[config.mk]
export PLATFORM = sky130hd
export DESIGN_NAME = sync_mode_ctrl
export DESIGN_NICKNAME = d
export VERILOG_FILES = /design/src/rtl/sync_mode_pkg.sv /design/src/rtl/sync_edge_meter.sv /design/src/rtl/sync_lock_ctrl.sv /design/src/rtl/ss_tri_gen.sv /design/src/rtl/sync_mode_ctrl.sv
export SDC_FILE = /design/constraint.sdc
export NUM_CORES = 1
export LEC_CHECK = 0
export CAP_MARGIN = 25
export CORE_ASPECT_RATIO = 0.8
export CORE_MARGIN = 10
export CORE_UTILIZATION = 65
export CTS_CLUSTER_SIZE = 20
export DETAILED_ROUTE_END_ITERATION = 7
export DONT_BUFFER_PORTS = 1
export PLACE_DENSITY = 0.84
export SLEW_MARGIN = 10
export SYNTH_ARGS = -nofsm -noshare
export SYNTH_HDL_FRONTEND = slang
export SYNTH_SLANG_ARGS = --single-unit
[constraint.sdc]
create_clock -name clk -period 5.3 [get_ports clk]
set_input_delay 0.53 -clock clk [delete_from_list [all_inputs] [get_ports clk]]
set_output_delay 0.53 -clock clk [all_outputs]
set_load 0.005 [all_outputs]
[src/rtl/sync_mode_pkg.sv]
package sync_mode_pkg;

  // A measured period (in reference cycles) is usable when inside the band.
  function automatic logic period_in_band(input int elapsed, input int lo, input int hi);
    return (elapsed >= lo) && (elapsed <= hi);
  endfunction

  // One step of the triangle in the current direction.
  function automatic int tri_next(input int code, input logic up);
    return up ? code + 1 : code - 1;
  endfunction

  // Direction after a step: turn around on reaching either bound.
  function automatic logic tri_dir(input int next_code, input logic up, input int ampl);
    if (next_code >= ampl)  return 1'b0;
    if (next_code <= -ampl) return 1'b1;
    return up;
  endfunction

endpackage

[src/rtl/sync_edge_meter.sv]
module sync_edge_meter #(
  parameter int MAX_PERIOD = 167,
  parameter int CNT_W      = 8
) (
  input  logic             clk,
  input  logic             rst_n,
  input  logic             pin,
  output logic             level_o,
  output logic             rise_o,
  output logic [CNT_W-1:0] since_o,
  output logic             timeout_o
);

  localparam logic [CNT_W-1:0] CNT_SAT = CNT_W'(MAX_PERIOD);

  logic s0_q, s1_q, s2_q;
  logic [CNT_W-1:0] since_q;

  always_ff @(posedge clk or negedge rst_n) begin
    if (!rst_n) begin
      s0_q <= 1'b0;
      s1_q <= 1'b0;
      s2_q <= 1'b0;
    end else begin
      s0_q <= pin;
      s1_q <= s0_q;
      s2_q <= s1_q;
    end
  end

  assign rise_o    = s1_q & ~s2_q;
  assign level_o   = s2_q;
  assign timeout_o = (since_q == CNT_SAT);
  assign since_o   = since_q;

  // Cycles since the last rising edge, saturating at the loss limit.
  always_ff @(posedge clk or negedge rst_n) begin
    if (!rst_n)               since_q <= CNT_SAT;
    else if (rise_o)          since_q <= '0;
    else if (!timeout_o)      since_q <= since_q + 1'b1;
  end

  p_since_sat_r6: assert property (@(posedge clk) disable iff (!rst_n)
    since_q <= CNT_SAT);

  p_since_clear_r4: assert property (@(posedge clk) disable iff (!rst_n)
    rise_o |=> (since_q == '0));

endmodule

[src/rtl/sync_lock_ctrl.sv]
module sync_lock_ctrl
  import sync_mode_pkg::*;
#(
  parameter int MIN_PERIOD   = 22,
  parameter int MAX_PERIOD   = 167,
  parameter int LOCK_PERIODS = 4,
  parameter int SS_HOLDOFF   = 12800,
  parameter int CNT_W        = 8
) (
  input  logic             clk,
  input  logic             rst_n,
  input  logic             rise,
  input  logic             level,
  input  logic [CNT_W-1:0] since,
  input  logic             timeout,
  output logic             ext_sync_o,
  output logic             clk_present_o,
  output logic             ss_en_o
);

  localparam int LK_W  = $clog2(LOCK_PERIODS + 1);
  localparam int DLY_W = $clog2(SS_HOLDOFF + 1);
  localparam logic [LK_W-1:0]  LK_FULL  = LK_W'(LOCK_PERIODS);
  localparam logic [DLY_W-1:0] DLY_LAST = DLY_W'(SS_HOLDOFF - 1);

  logic [LK_W-1:0]  good_q;
  logic [DLY_W-1:0] dly_q;
  logic             armed_q;
  logic             in_band;

  assign in_band = period_in_band(int'(since) + 1, MIN_PERIOD, MAX_PERIOD);

  // Run of consecutive good periods.
  always_ff @(posedge clk or negedge rst_n) begin
    if (!rst_n)           good_q <= '0;
    else if (rise)        good_q <= !in_band ? '0 :
                                    (good_q == LK_FULL) ? good_q : good_q + 1'b1;
    else if (timeout)     good_q <= '0;
  end

  assign ext_sync_o    = (good_q == LK_FULL);
  assign clk_present_o = (good_q != '0);

  // Hold-off of spreading after a lock is lost with the pin resting high.
  always_ff @(posedge clk or negedge rst_n) begin
    if (!rst_n) begin
      armed_q <= 1'b0;
      dly_q   <= '0;
    end else if (ext_sync_o) begin
      armed_q <= 1'b1;
      dly_q   <= '0;
    end else if (armed_q) begin
      if (!level || dly_q >= DLY_LAST) armed_q <= 1'b0;
      else                             dly_q   <= dly_q + 1'b1;
    end
  end

  assign ss_en_o = ~ext_sync_o & level & ~armed_q;

  p_lock_on_edge_r4: assert property (@(posedge clk) disable iff (!rst_n)
    $rose(ext_sync_o) |-> $past(rise));

  p_bad_period_r5: assert property (@(posedge clk) disable iff (!rst_n)
    (rise && !in_band) |=> (!ext_sync_o && !clk_present_o));

  p_loss_timeout_r6: assert property (@(posedge clk) disable iff (!rst_n)
    timeout |=> !ext_sync_o);

  p_high_holdoff_r8: assert property (@(posedge clk) disable iff (!rst_n)
    ($fell(ext_sync_o) && level) |-> !ss_en_o);

endmodule

[src/rtl/ss_tri_gen.sv]
module ss_tri_gen
  import sync_mode_pkg::*;
#(
  parameter int AMPL     = 31,
  parameter int STEP_DIV = 403,
  parameter int CODE_W   = 8
) (
  input  logic                     clk,
  input  logic                     rst_n,
  input  logic                     en,
  output logic signed [CODE_W-1:0] code_o
);

  localparam int DIV_W = (STEP_DIV > 1) ? $clog2(STEP_DIV) : 1;
  localparam logic [DIV_W-1:0] DIV_LAST = DIV_W'(STEP_DIV - 1);

  logic [DIV_W-1:0]         div_q;
  logic                     up_q;
  logic signed [CODE_W-1:0] code_q;
  logic                     step_tick;
  int                       nxt_code;

  assign step_tick = en && (div_q == DIV_LAST);

  always_comb nxt_code = tri_next(int'(code_q), up_q);

  always_ff @(posedge clk or negedge rst_n) begin
    if (!rst_n) begin
      div_q  <= '0;
      up_q   <= 1'b1;
      code_q <= '0;
    end else if (!en) begin
      div_q  <= '0;
      up_q   <= 1'b1;
      code_q <= '0;
    end else begin
      div_q <= step_tick ? '0 : div_q + 1'b1;
      if (step_tick) begin
        code_q <= CODE_W'(nxt_code);
        up_q   <= tri_dir(nxt_code, up_q, AMPL);
      end
    end
  end

  assign code_o = code_q;

  p_code_bound_r9: assert property (@(posedge clk) disable iff (!rst_n)
    (int'(code_q) <= AMPL) && (int'(code_q) >= -AMPL));

  p_code_step_r9: assert property (@(posedge clk) disable iff (!rst_n)
    (en && $past(en)) |-> ((code_q == $past(code_q)) ||
                           (int'(code_q) == int'($past(code_q)) + 1) ||
                           (int'(code_q) == int'($past(code_q)) - 1)));

  p_code_zero_r10: assert property (@(posedge clk) disable iff (!rst_n)
    !en |=> (code_q == '0));

endmodule

[src/rtl/sync_mode_ctrl.sv]
module sync_mode_ctrl #(
  parameter int MIN_PERIOD   = 22,
  parameter int MAX_PERIOD   = 167,
  parameter int LOCK_PERIODS = 4,
  parameter int SS_HOLDOFF   = 12800,
  parameter int SS_AMPL      = 31,
  parameter int SS_STEP_DIV  = 403,
  parameter int CODE_W       = 8
) (
  input  logic                     clk,
  input  logic                     rst_n,
  input  logic                     sync_pin,
  output logic                     ext_sync_o,
  output logic                     clk_present_o,
  output logic                     ss_en_o,
  output logic signed [CODE_W-1:0] ss_code_o
);

  localparam int CNT_W = $clog2(MAX_PERIOD + 1);

  logic             level;
  logic             rise;
  logic             timeout;
  logic [CNT_W-1:0] since;

  sync_edge_meter #(
    .MAX_PERIOD (MAX_PERIOD),
    .CNT_W      (CNT_W)
  ) u_meter (
    .clk       (clk),
    .rst_n     (rst_n),
    .pin       (sync_pin),
    .level_o   (level),
    .rise_o    (rise),
    .since_o   (since),
    .timeout_o (timeout)
  );

  sync_lock_ctrl #(
    .MIN_PERIOD   (MIN_PERIOD),
    .MAX_PERIOD   (MAX_PERIOD),
    .LOCK_PERIODS (LOCK_PERIODS),
    .SS_HOLDOFF   (SS_HOLDOFF),
    .CNT_W        (CNT_W)
  ) u_lock (
    .clk           (clk),
    .rst_n         (rst_n),
    .rise          (rise),
    .level         (level),
    .since         (since),
    .timeout       (timeout),
    .ext_sync_o    (ext_sync_o),
    .clk_present_o (clk_present_o),
    .ss_en_o       (ss_en_o)
  );

  ss_tri_gen #(
    .AMPL     (SS_AMPL),
    .STEP_DIV (SS_STEP_DIV),
    .CODE_W   (CODE_W)
  ) u_tri (
    .clk    (clk),
    .rst_n  (rst_n),
    .en     (ss_en_o),
    .code_o (ss_code_o)
  );

  p_no_spread_in_ext_r4: assert property (@(posedge clk) disable iff (!rst_n)
    ext_sync_o |=> (ss_code_o == '0));

endmodule

==> flow_metrics.tcl, run 1 <==
set metrics [dict create \
    clock_tree.root_cell "sky130_fd_sc_hd__clkbuf_8" \
    leakage_nw 1.414 \
    netlist_top_cells_count "sky130_fd_sc_hd__nor2_1 (49), sky130_fd_sc_hd__dfrtp_1 (41), sky130_fd_sc_hd__ha_1 (19), sky130_fd_sc_hd__nand2_1 (16)" \
    asyncSetResetFlopFracSynth_pct 100.0 \
    slowest_cell_on_the_critical_path "sky130_fd_sc_hd__dfstp_2" \
    tot_gr_track_use_pct 15.20 \
    post-route-util_pct 72.05 \
    required_ns 5.53 \
    io_buffer_count 0 \
    mappedNetlistArea_um2 2903 \
    ys_ff_latch 47 \
    critical_path_buf_inv_count 1 \
    num_io_pins 14 \
    globalRouteOverflowTotal 0 \
    totalNegativeSetupSlack_ns 0 \
    timing.hold.worst.class "primary input to asynchronous set/reset pin" \
    final.setup_skew_ns 0.008091 \
    fmax_mhz 388.3 \
    clkLatencyLatePin_ns 0.30 \
    timing_worst_slew_pin_value_ns 0.6191 \
    drt-pass1-iter-count 4 \
    final_layout_size_suffix_gt1_share_pct 9.635 \
    netlist.top_cell.by_area "sky130_fd_sc_hd__dfrtp_1" \
    netlist_instances 301 \
    final.setup.worst_slack_ns 2.725 \
    end_kind "flop" \
    cap_violations 0 \
    synth-main-ff-cell "sky130_fd_sc_hd__dfrtp_1" \
    startpoint_type "flop" \
    dp_hpwl_mm 3.747 \
    antennaDiodeCount 0 \
    worst_r2r_startpoint "u_tri.up_q$_DFFE_PN1P_" \
    r2r_end "u_tri.up_q$_DFFE_PN1P_" \
    syn-num-nets 324 \
    route.detailed.wl_per_inst_um 15.19 \
    routed_wirelength_mm 5.438 \
    cp_top_family "compound AO/OA/AOI/OAI gates" \
    proportion_of_synthesized_area_in_mux_cells_pct 3.793 \
    finalSetupViolations 0 \
    synth-compound-area-share_pct 10.17 \
    drt.antenna.violating_nets 0 \
    yosysWarningCount 0 \
    cts_h_tree_depth 2 \
    critical_path_arrival_ns 2.81 \
    initialDrtViolationCount 75 \
    clkSlewWorstSetupHoldPaths_ns 0.09 \
    synth_top_family_by_area "simple AND/OR/NAND/NOR gates" \
    core_area_um2 4257 \
    post_synth_num_cell_types 54 \
    synth_top_cells_by_area "sky130_fd_sc_hd__dfrtp_1 (35%), sky130_fd_sc_hd__ha_1 (8.2%), sky130_fd_sc_hd__nor2_1 (6.3%)" \
    power_per_cell_area_nw_per_um2 258.2 \
    grt_pass1_wl_mm 9.363 \
    die_height_um 79.77 \
    unrepaired_setup_endpoints_after_global_routing "no" \
    routed-via-count 2093 \
    synthesized_area_fraction_occupied_by_xor_and_xnor_cells_pct 8.750 \
    post-route-drc-count 0 \
    worstRegToRegCells 8 \
    final_net_count 323 \
    worst-setup-path-type "flop to flop" \
    preCtsSetupSlack_ns 2.713 \
    synth_most_common_cell "sky130_fd_sc_hd__nor2_1" \
    synth_simple_gate_area_share_pct 23.19 \
    slowest_delay_ns 0.54 \
    period_needed_ns 2.575 \
    vias_per_cell 5.846 \
    area_growth_from_synthesis_to_final_layout_pct 5.647 \
    post_cts_buffers 0 \
    antenna_found_initial 0 \
    hold_vio_cnt_final 0 \
    post-synth-top-area-fraction_pct 35.34 \
    cts_sinks 47 \
    starting_utilization_of_the_core_area_pct 68.20 \
    status "complete, no violations" \
    worst_slew_margin_rel_pct 58.68 \
    rows 21 \
    tritoncts "built" \
    routabilityCongestion 0.9108 \
    timing.final.crit_share_pct 48.59 \
    cts_buffer_depth 2 \
    critPathMaxFanout 8 \
    maximum_number_of_pins_on_one_net_before_global_route_repair 42 \
    dieWidth_um 94.72 \
    vdd_ir_drop_max_mv 0.1906 \
    first_global_vias 1986 \
    syn_avg_cell_area_um2 9.644 \
    report.power.total_mw 0.7919 \
    crit_chain "inv_1 > fa_1 > a211oi_1 > nor2_1 > xnor2_1 > nor4_1 > o41ai_2 > a221o_1" \
    synth_edf_count 0 \
    r2r_slack_ns 2.72 \
    numCtsBuffers 5 \
    final_max_slew_viol_count 0 \
    design.die.area_um2 7555 \
    ys_seq_area_share_pct 40.78 \
    post_synth_fa_ha_maj_area_fraction_pct 8.879 \
]
-- layout make-up --
type	count	area, um^2
Clock buffer	6	72.57
Multi-Input combinational cell	228	1590
Inverter	15	56.30
Tap cell	57	71.32
Fill cell	321	1190
Clock inverter	2	60.06
Sequential cell	47	1184
Timing Repair Buffer	3	32.53
-- state kept, by name, indices dropped and copies added (netlist names), 3 cells and up --
name             count
u_tri.div_q          9
u_meter.since_o      8
u_lock.good_q        3
u_tri.code_o         8
u_lock.dly_q        14
-- worst max-delay path by stage --
| stage | start | to | slack [ns] | cells after the start |
|---|---|---|---|---|
| floorplan | u_tri.up_q$_DFFE_PN1P_ | u_tri.up_q$_DFFE_PN1P_ | 3.03 | 7 |
| global placement | u_tri.up_q$_DFFE_PN1P_ | u_tri.up_q$_DFFE_PN1P_ | 2.88 | 8 |
| detailed placement | u_tri.up_q$_DFFE_PN1P_ | u_tri.up_q$_DFFE_PN1P_ | 2.71 | 8 |
| CTS | u_tri.up_q$_DFFE_PN1P_ | u_tri.up_q$_DFFE_PN1P_ | 2.69 | 8 |
| global route | u_tri.up_q$_DFFE_PN1P_ | u_tri.up_q$_DFFE_PN1P_ | 2.52 | 8 |
| finish | u_tri.up_q$_DFFE_PN1P_ | u_tri.up_q$_DFFE_PN1P_ | 2.72 | 8 |
-- kinds of logic (layout without fill, tap and decap cells) --
logic type,Yosys count,in the layout
multiplexers,11,11
adder cells (fa/ha/maj),20,20
AND/OR/NAND/NOR,129,129
flip-flops,47,47
AO/OA/AOI/OAI,39,39
XOR/XNOR,29,29
buffers and inverters,26,26
-- per-layer routing --
layer | vias up | track usage (%) | wire length, um
met1 | 1014 | 20.26 | 2708
met3 | 6 | 3.477 | 193
met2 | 25 | 23.70 | 2470
met4 | 0 | 5.224 | 65
li1 | 1048 | - | -
met5 | - | 0 | 0
-- what timing repair did --
item                      CTS  global route
gates resized for setup     0             0
hold buffers                1             0
hold endpoints to repair   41             0
-- power breakdown --
group	leakage [nW]	total [mW]	switching, mW	internal, mW
clock network	0.0654	0.311	0.122	0.189
logic	0.723	0.0760	0.0415	0.0345
registers	0.626	0.405	0.0272	0.378
total	1.41	0.792	0.191	0.601
-- placed cells by master, fill, tap and decap left out, types with 3 or more instances in the layout --
cell	n
sky130_fd_sc_hd__a211oi_1	3
sky130_fd_sc_hd__a21oi_1	4
sky130_fd_sc_hd__a32o_1	3
sky130_fd_sc_hd__and3_1	4
sky130_fd_sc_hd__and4_1	3
sky130_fd_sc_hd__clkbuf_8	5
sky130_fd_sc_hd__dfrtp_1	41
sky130_fd_sc_hd__dfstp_2	6
sky130_fd_sc_hd__ha_1	19
sky130_fd_sc_hd__inv_1	15
sky130_fd_sc_hd__mux2i_1	11
sky130_fd_sc_hd__nand2_1	16
sky130_fd_sc_hd__nand2b_1	3
sky130_fd_sc_hd__nand3_1	11
sky130_fd_sc_hd__nand4_1	8
sky130_fd_sc_hd__nor2_1	49
sky130_fd_sc_hd__nor2b_1	6
sky130_fd_sc_hd__nor3_1	8
sky130_fd_sc_hd__nor3b_1	4
sky130_fd_sc_hd__o21ai_0	8
sky130_fd_sc_hd__o31ai_1	3
sky130_fd_sc_hd__xnor2_1	14
sky130_fd_sc_hd__xor2_1	15
-- metrics by stage --
stage | hold WS, ns | cell area [um^2] | cells
floorplan | 0.2344 | 2903 | 301
global placement | 0.2366 | 2909 | 348
detailed placement | 0.2364 | 2909 | 348
CTS | 0.05649 | 3062 | 357
global route | 0.04523 | 3067 | 358
finish | 0.05991 | 3067 | 358
-- worst reg2reg max path, cell delays in order, from the launching register on --
cell and delay (ns):
sky130_fd_sc_hd__dfstp_2 0.54, sky130_fd_sc_hd__inv_1 0.15, sky130_fd_sc_hd__fa_1 0.45, sky130_fd_sc_hd__a211oi_1 0.29
sky130_fd_sc_hd__nor2_1 0.11, sky130_fd_sc_hd__xnor2_1 0.15, sky130_fd_sc_hd__nor4_1 0.41, sky130_fd_sc_hd__o41ai_2 0.11
sky130_fd_sc_hd__a221o_1 0.30
Power figures use the tool's default switching activity.
==> inputs of run 2 (changes only) <==
CORE_UTILIZATION = 63   (was 65)
PLACE_DENSITY = 0.82   (was 0.84)
clock period = 2.4 ns   (was 5.3 ns; I/O delays follow)
==> flow_metrics.tcl, run 2 (same netlist as run 1, synthesis figures left out) <==
set metrics [dict create \
    status "finished, violations left" \
    failed_checks "negative setup slack" \
    globalRouteOverflowTotal 0 \
    dp_hpwl_mm 3.863 \
    final.setup.worst_slack_ns -0.08778 \
    worst_slew_margin_rel_pct 64.04 \
    worst-setup-path-type "flop to flop" \
    timing.final.crit_share_pct 103.7 \
    drt-pass1-iter-count 4 \
    tot_gr_track_use_pct 14.85 \
    leakage_nw 1.499 \
    register_area_um2 1184 \
    vias_per_cell 5.755 \
    clock_tree.root_cell "sky130_fd_sc_hd__clkbuf_8" \
    initialDrtViolationCount 97 \
    route.detailed.wl_per_inst_um 15.11 \
    antenna_found_initial 0 \
    crit_chain "inv_1 > ha_1 > o21ai_0 > o21ai_1 > o21ai_0 > xnor2_1 > o2111ai_1 > a221o_1" \
    rows 21 \
    required_ns 2.63 \
    dp_cells 359 \
    clkSlewWorstSetupHoldPaths_ns 0.09 \
    antennaDiodeCount 0 \
    routed_wirelength_mm 5.620 \
    cts_sinks 47 \
    fill_cells 300 \
    first_global_vias 1983 \
    mostFrequentLayoutCells "sky130_fd_sc_hd__nor2_1 (48), sky130_fd_sc_hd__dfrtp_1 (41), sky130_fd_sc_hd__ha_1 (19)" \
    multi_input_area_um2 1630 \
    totalNegativeSetupSlack_ns -0.08778 \
    fmax_mhz 402.0 \
    numCtsBuffers 5 \
    startpoint_type "flop" \
    slowest_cell_on_the_critical_path "sky130_fd_sc_hd__dfstp_2" \
    report.power.total_mw 1.784 \
    finalSetupViolations 1 \
    critPathMaxFanout 7 \
    num_io_pins 14 \
    finalHoldWorstSlack_ns 0.3539 \
    period_needed_ns 2.488 \
    final.setup_skew_ns 0.008378 \
    largest_register "u_lock.dly_q" \
    cp_top_family "compound AO/OA/AOI/OAI gates" \
    slowest_delay_ns 0.54 \
    timing_worst_slew_pin_value_ns 0.5383 \
    routabilityCongestion 0.8931 \
    starting_utilization_of_the_core_area_pct 67.36 \
    maximum_number_of_pins_on_one_net_before_global_route_repair 48 \
    drt.antenna.violating_nets 0 \
    area_growth_from_synthesis_to_final_layout_pct 11.29 \
    top_regs "u_lock.dly_q x14, u_tri.div_q x9" \
    routed-via-count 2141 \
    holdPathStages 0 \
    dieWidth_um 95.89 \
    unrepaired_setup_endpoints_after_global_routing "yes" \
    end_kind "flop" \
    final_net_count 337 \
    hold_vio_cnt_final 0 \
    timing.hold.worst.class "flop to flop" \
    tritoncts "built" \
    cp_num_cells 8 \
    cts_buffer_depth 2 \
    core_area_um2 4309 \
    finish.cell_count_without_fillers 372 \
    cts_h_tree_depth 2 \
    final_max_slew_viol_count 0 \
    io_buffer_count 0 \
    clkLatencyLatePin_ns 0.31 \
    post-route-drc-count 0 \
    grt_pass1_wl_mm 9.349 \
    power_per_cell_area_nw_per_um2 552.2 \
    vdd_ir_drop_max_mv 0.4243 \
    critical-path-top-cell-by-count "sky130_fd_sc_hd__o21ai_0" \
    critical_path_buf_inv_count 1 \
    most_common_cell_after_layout_fill_and_taps_aside "sky130_fd_sc_hd__nor2_1" \
    worstRegToRegCells 8 \
    cap_violations 0 \
    largest_register_ff_count 14 \
    final_layout_size_suffix_gt1_share_pct 15.56 \
    design.die.area_um2 7740 \
    critical_path_arrival_ns 2.72 \
    die_height_um 80.72 \
]
[run 2: per-layer routing]
layer | vias to the layer above | wire length [um] | global-route usage, %
met1 | 1015 | 2699 | 20.80
met5 | - | 0 | 0
met2 | 46 | 2579 | 22.43
li1 | 1073 | - | -
met4 | 0 | 48 | 3.529
met3 | 7 | 292 | 3.717
[run 2: timing repair]
item	in CTS	in global routing
setup buffers	0	2
setup endpoints to repair	1	4
pin swaps	1	3
hold endpoints to repair	48	0
gates resized for setup	2	6
hold buffers	3	0
[run 2: area by class of cell]
cell class	instances	area share [%]
Multi-Input combinational cell	228	50.46
Timing Repair Buffer	17	4.725
Inverter	15	1.743
Clock inverter	3	2.091
Clock buffer	5	2.130
Sequential cell	47	36.64
Tap cell	57	2.208
[run 2: power by group]
| group | switching [mW] | total (mW) | internal (mW) | leakage (nW) |
|---|---|---|---|---|
| Clock | 0.282 | 0.698 | 0.415 | 0.0644 |
| Sequential | 0.0602 | 0.895 | 0.835 | 0.626 |
| Combinational | 0.103 | 0.191 | 0.0873 | 0.809 |
[run 2: worst reg2reg max path, cell delays in order, from the launching register on]
cell	delay [ns]
sky130_fd_sc_hd__dfstp_2	0.54
sky130_fd_sc_hd__inv_1	0.14
sky130_fd_sc_hd__ha_1	0.41
sky130_fd_sc_hd__o21ai_0	0.11
sky130_fd_sc_hd__o21ai_1	0.20
sky130_fd_sc_hd__o21ai_0	0.17
sky130_fd_sc_hd__xnor2_1	0.32
sky130_fd_sc_hd__o2111ai_1	0.16
sky130_fd_sc_hd__a221o_1	0.37
[run 2: path summary, 6_finish.rpt]
path / from / to / slack (ns)
hold reg to reg: u_meter.s0_q$_DFF_PN0_ / u_meter.s1_q$_DFF_PN0_ / 0.35
min in group asynchronous: rst_n / u_tri.div_q[2]$_DFF_PN0_ / 0.42
setup / recovery: u_tri.up_q$_DFFE_PN1P_ / u_tri.up_q$_DFFE_PN1P_ / -0.09
max in group asynchronous: rst_n / u_meter.since_o[2]$_DFFE_PN1P_ / 1.70
hold / removal: u_meter.s0_q$_DFF_PN0_ / u_meter.s1_q$_DFF_PN0_ / 0.35
setup reg to reg: u_tri.up_q$_DFFE_PN1P_ / u_tri.up_q$_DFFE_PN1P_ / -0.09
[run 2: per-stage QoR]
stage | cell area [um^2] | utilization, % | setup slack [ns]
CTS | 3183 | 73.87 | -0.05278
global route | 3231 | 74.97 | -0.1946
detailed placement | 2992 | 69.43 | -0.09041
finish | 3231 | 74.97 | -0.08778
global placement | 2992 | 69.43 | -0.02698
floorplan | 2903 | - | 0.1274
==> inputs of run 3 (changes only) <==
TNS_END_PERCENT = 10   (was default)
==> flow_metrics.tcl, run 3 (same netlist as run 1, synthesis figures left out) <==
set metrics [dict create \
    leakage_nw 1.494 \
    hold_vio_cnt_final 0 \
    largest_register_ff_count 14 \
    worst-setup-path-type "flop to flop" \
    starting_utilization_of_the_core_area_pct 67.36 \
    route.detailed.wl_per_inst_um 15.11 \
    slowest_cell_on_the_critical_path "sky130_fd_sc_hd__dfstp_2" \
    totalNegativeSetupSlack_ns -0.08644 \
    final.setup.worst_slack_ns -0.08644 \
    critPathMaxFanout 7 \
    globalRouteOverflowTotal 0 \
    period_needed_ns 2.486 \
    dp_hpwl_mm 3.863 \
    required_ns 2.63 \
    timing.critical_path.from "u_tri.up_q$_DFFE_PN1P_" \
    r2r_end "u_tri.up_q$_DFFE_PN1P_" \
    hold-path-endpoint "u_meter.s1_q$_DFF_PN0_" \
    finalSetupViolations 1 \
    rows 21 \
    min_from "u_meter.s0_q$_DFF_PN0_" \
    tot_gr_track_use_pct 14.85 \
    grt_util_met1_pct 20.80 \
    vias_per_cell 5.844 \
    unrepaired_setup_endpoints_after_global_routing "yes" \
    antenna_found_initial 0 \
    final_layout_size_suffix_gt1_share_pct 14.33 \
    worst_slew_margin_rel_pct 64.39 \
    report.power.total_mw 1.774 \
    clock_tree.root_cell "sky130_fd_sc_hd__clkbuf_8" \
    grt_pass1_wl_mm 9.349 \
    cts_h_tree_depth 2 \
    critical_path_arrival_ns 2.72 \
    maximum_number_of_pins_on_one_net_before_global_route_repair 48 \
    io_buffer_count 0 \
    numCtsBuffers 5 \
    dieWidth_um 95.89 \
    routabilityCongestion 0.8931 \
    drt.antenna.violating_nets 0 \
    clkLatencyLatePin_ns 0.31 \
    final_net_count 336 \
    timing_worst_slew_pin_value_ns 0.5330 \
    cts_buffer_depth 2 \
    cap_violations 0 \
    cp_top_family "compound AO/OA/AOI/OAI gates" \
    fmax_mhz 402.2 \
    routed-via-count 2168 \
    grt.busiest_layer "met2" \
    core_area_um2 4309 \
    power_per_cell_area_nw_per_um2 552.8 \
    design.die.area_um2 7740 \
    groute.layer.met2.usage_pct 22.43 \
    largest_register "u_lock.dly_q" \
    globalRouteMet3Util_pct 3.717 \
    vdd_ir_drop_max_mv 0.4245 \
    r2r_slack_ns -0.09 \
    area_growth_from_synthesis_to_final_layout_pct 10.52 \
    critical-path-top-cell-by-count "sky130_fd_sc_hd__o21ai_0" \
    slowest_delay_ns 0.54 \
    worst_r2r_startpoint "u_tri.up_q$_DFFE_PN1P_" \
    holdPathStages 0 \
    drt-pass1-iter-count 5 \
    post-route-drc-count 0 \
    tritoncts "built" \
    routed_wirelength_mm 5.604 \
    fill_cells 305 \
    initialDrtViolationCount 89 \
    num_io_pins 14 \
    finalHoldWorstSlack_ns 0.3541 \
    die_height_um 80.72 \
    most_common_cell_after_layout_fill_and_taps_aside "sky130_fd_sc_hd__nor2_1" \
    cts_sinks 47 \
    clkSlewWorstSetupHoldPaths_ns 0.09 \
    timing.hold.worst.class "flop to flop" \
    startpoint_type "flop" \
    status "finished, violations left" \
    antennaDiodeCount 0 \
    crit_chain "inv_1 > ha_1 > o21ai_0 > o21ai_1 > o21ai_0 > xnor2_1 > o2111ai_1 > a221o_1" \
    mostFrequentLayoutCells "sky130_fd_sc_hd__nor2_1 (48), sky130_fd_sc_hd__dfrtp_1 (41), sky130_fd_sc_hd__ha_1 (19)" \
    timing.final.crit_share_pct 103.6 \
    first_global_vias 1983 \
    worstRegToRegCells 8 \
    final.setup_skew_ns 0.008265 \
    end_kind "flop" \
    critical_path_buf_inv_count 1 \
    top_regs "u_lock.dly_q x14, u_tri.div_q x9" \
    final_max_slew_viol_count 0 \
    failed_checks "negative setup slack" \
]
==> run 3: changes by cell type in the layout (fill, tap and decap cells not counted) <==
| cell | delta |
|---|---|
| sky130_fd_sc_hd__buf_4 | -1 |
| sky130_fd_sc_hd__nor2b_1 | +1 |
| sky130_fd_sc_hd__nor2b_2 | -1 |
| sky130_fd_sc_hd__o311ai_1 | +1 |
| sky130_fd_sc_hd__o311ai_2 | -1 |
| sky130_fd_sc_hd__o31ai_1 | +1 |
| sky130_fd_sc_hd__o31ai_2 | -1 |
==> run 3: worst register-to-register path, delay by kind of cell, from the launching register on <==
kind	cells	cell delay, ns
AOI/OAI and AO/OA	5	1.01
xor gates and xnor gates	1	0.32
adders and majority gates	1	0.41
buffers and inverters	1	0.14
DFF	1	0.54
==> run 3: where the power goes <==
| group | leakage (nW) | switching, mW | total, mW | internal [mW] |
|---|---|---|---|---|
| combinational | 0.804 | 0.0980 | 0.179 | 0.0813 |
| sequential | 0.626 | 0.0604 | 0.896 | 0.835 |
| clock | 0.0644 | 0.283 | 0.699 | 0.415 |
==> run 3: per-layer routing <==
| layer | routed length (um) | vias up |
|---|---|---|
| met1 | 2662 | 1030 |
| met2 | 2554 | 58 |
| met4 | 45 | 0 |
| met3 | 342 | 7 |
| li1 | - | 1073 |
| met5 | 0 | - |
==> run 3: worst max-delay path by stage <==
stage,slack [ns],endpoint,depth (start not counted)
after floorplan,0.13,u_tri.up_q$_DFFE_PN1P_,7
after global placement,-0.03,u_tri.up_q$_DFFE_PN1P_,8
after detailed placement,-0.09,u_tri.up_q$_DFFE_PN1P_,8
after CTS,-0.05,u_tri.up_q$_DFFE_PN1P_,9
after global routing,-0.19,u_tri.up_q$_DFFE_PN1P_,8
final,-0.09,u_tri.up_q$_DFFE_PN1P_,8
==> run 3: area by class of cell <==
class	instances	area [um^2]	area share (%)
multi-input cells	228	1615	50.35
flip-flops and latches	47	1184	36.90
repair buffers	16	145.1	4.524
well taps	57	71.32	2.223
clock buffers	5	68.82	2.145
clock inverters	3	67.56	2.106
inverters	15	56.30	1.755
==> run 3: stage by stage <==
step	utilization, %	instance area (um^2)	setup slack (ns)	cells
after floorplan	-	2903	0.1274	301
after global placement	69.43	2992	-0.02698	359
after detailed placement	69.43	2992	-0.09041	359
after CTS	73.87	3183	-0.05278	370
after global routing	74.45	3208	-0.1946	371
final	74.45	3208	-0.08644	371
==> run 3: repair_timing <==
action | in CTS | in global routing
setup endpoints to repair | 1 | 4
resized for setup | 2 | 3
buffers inserted | 0 | 1
endpoints found under the hold margin | 48 | 0
hold buffers | 3 | 0
pin swaps | 1 | 3
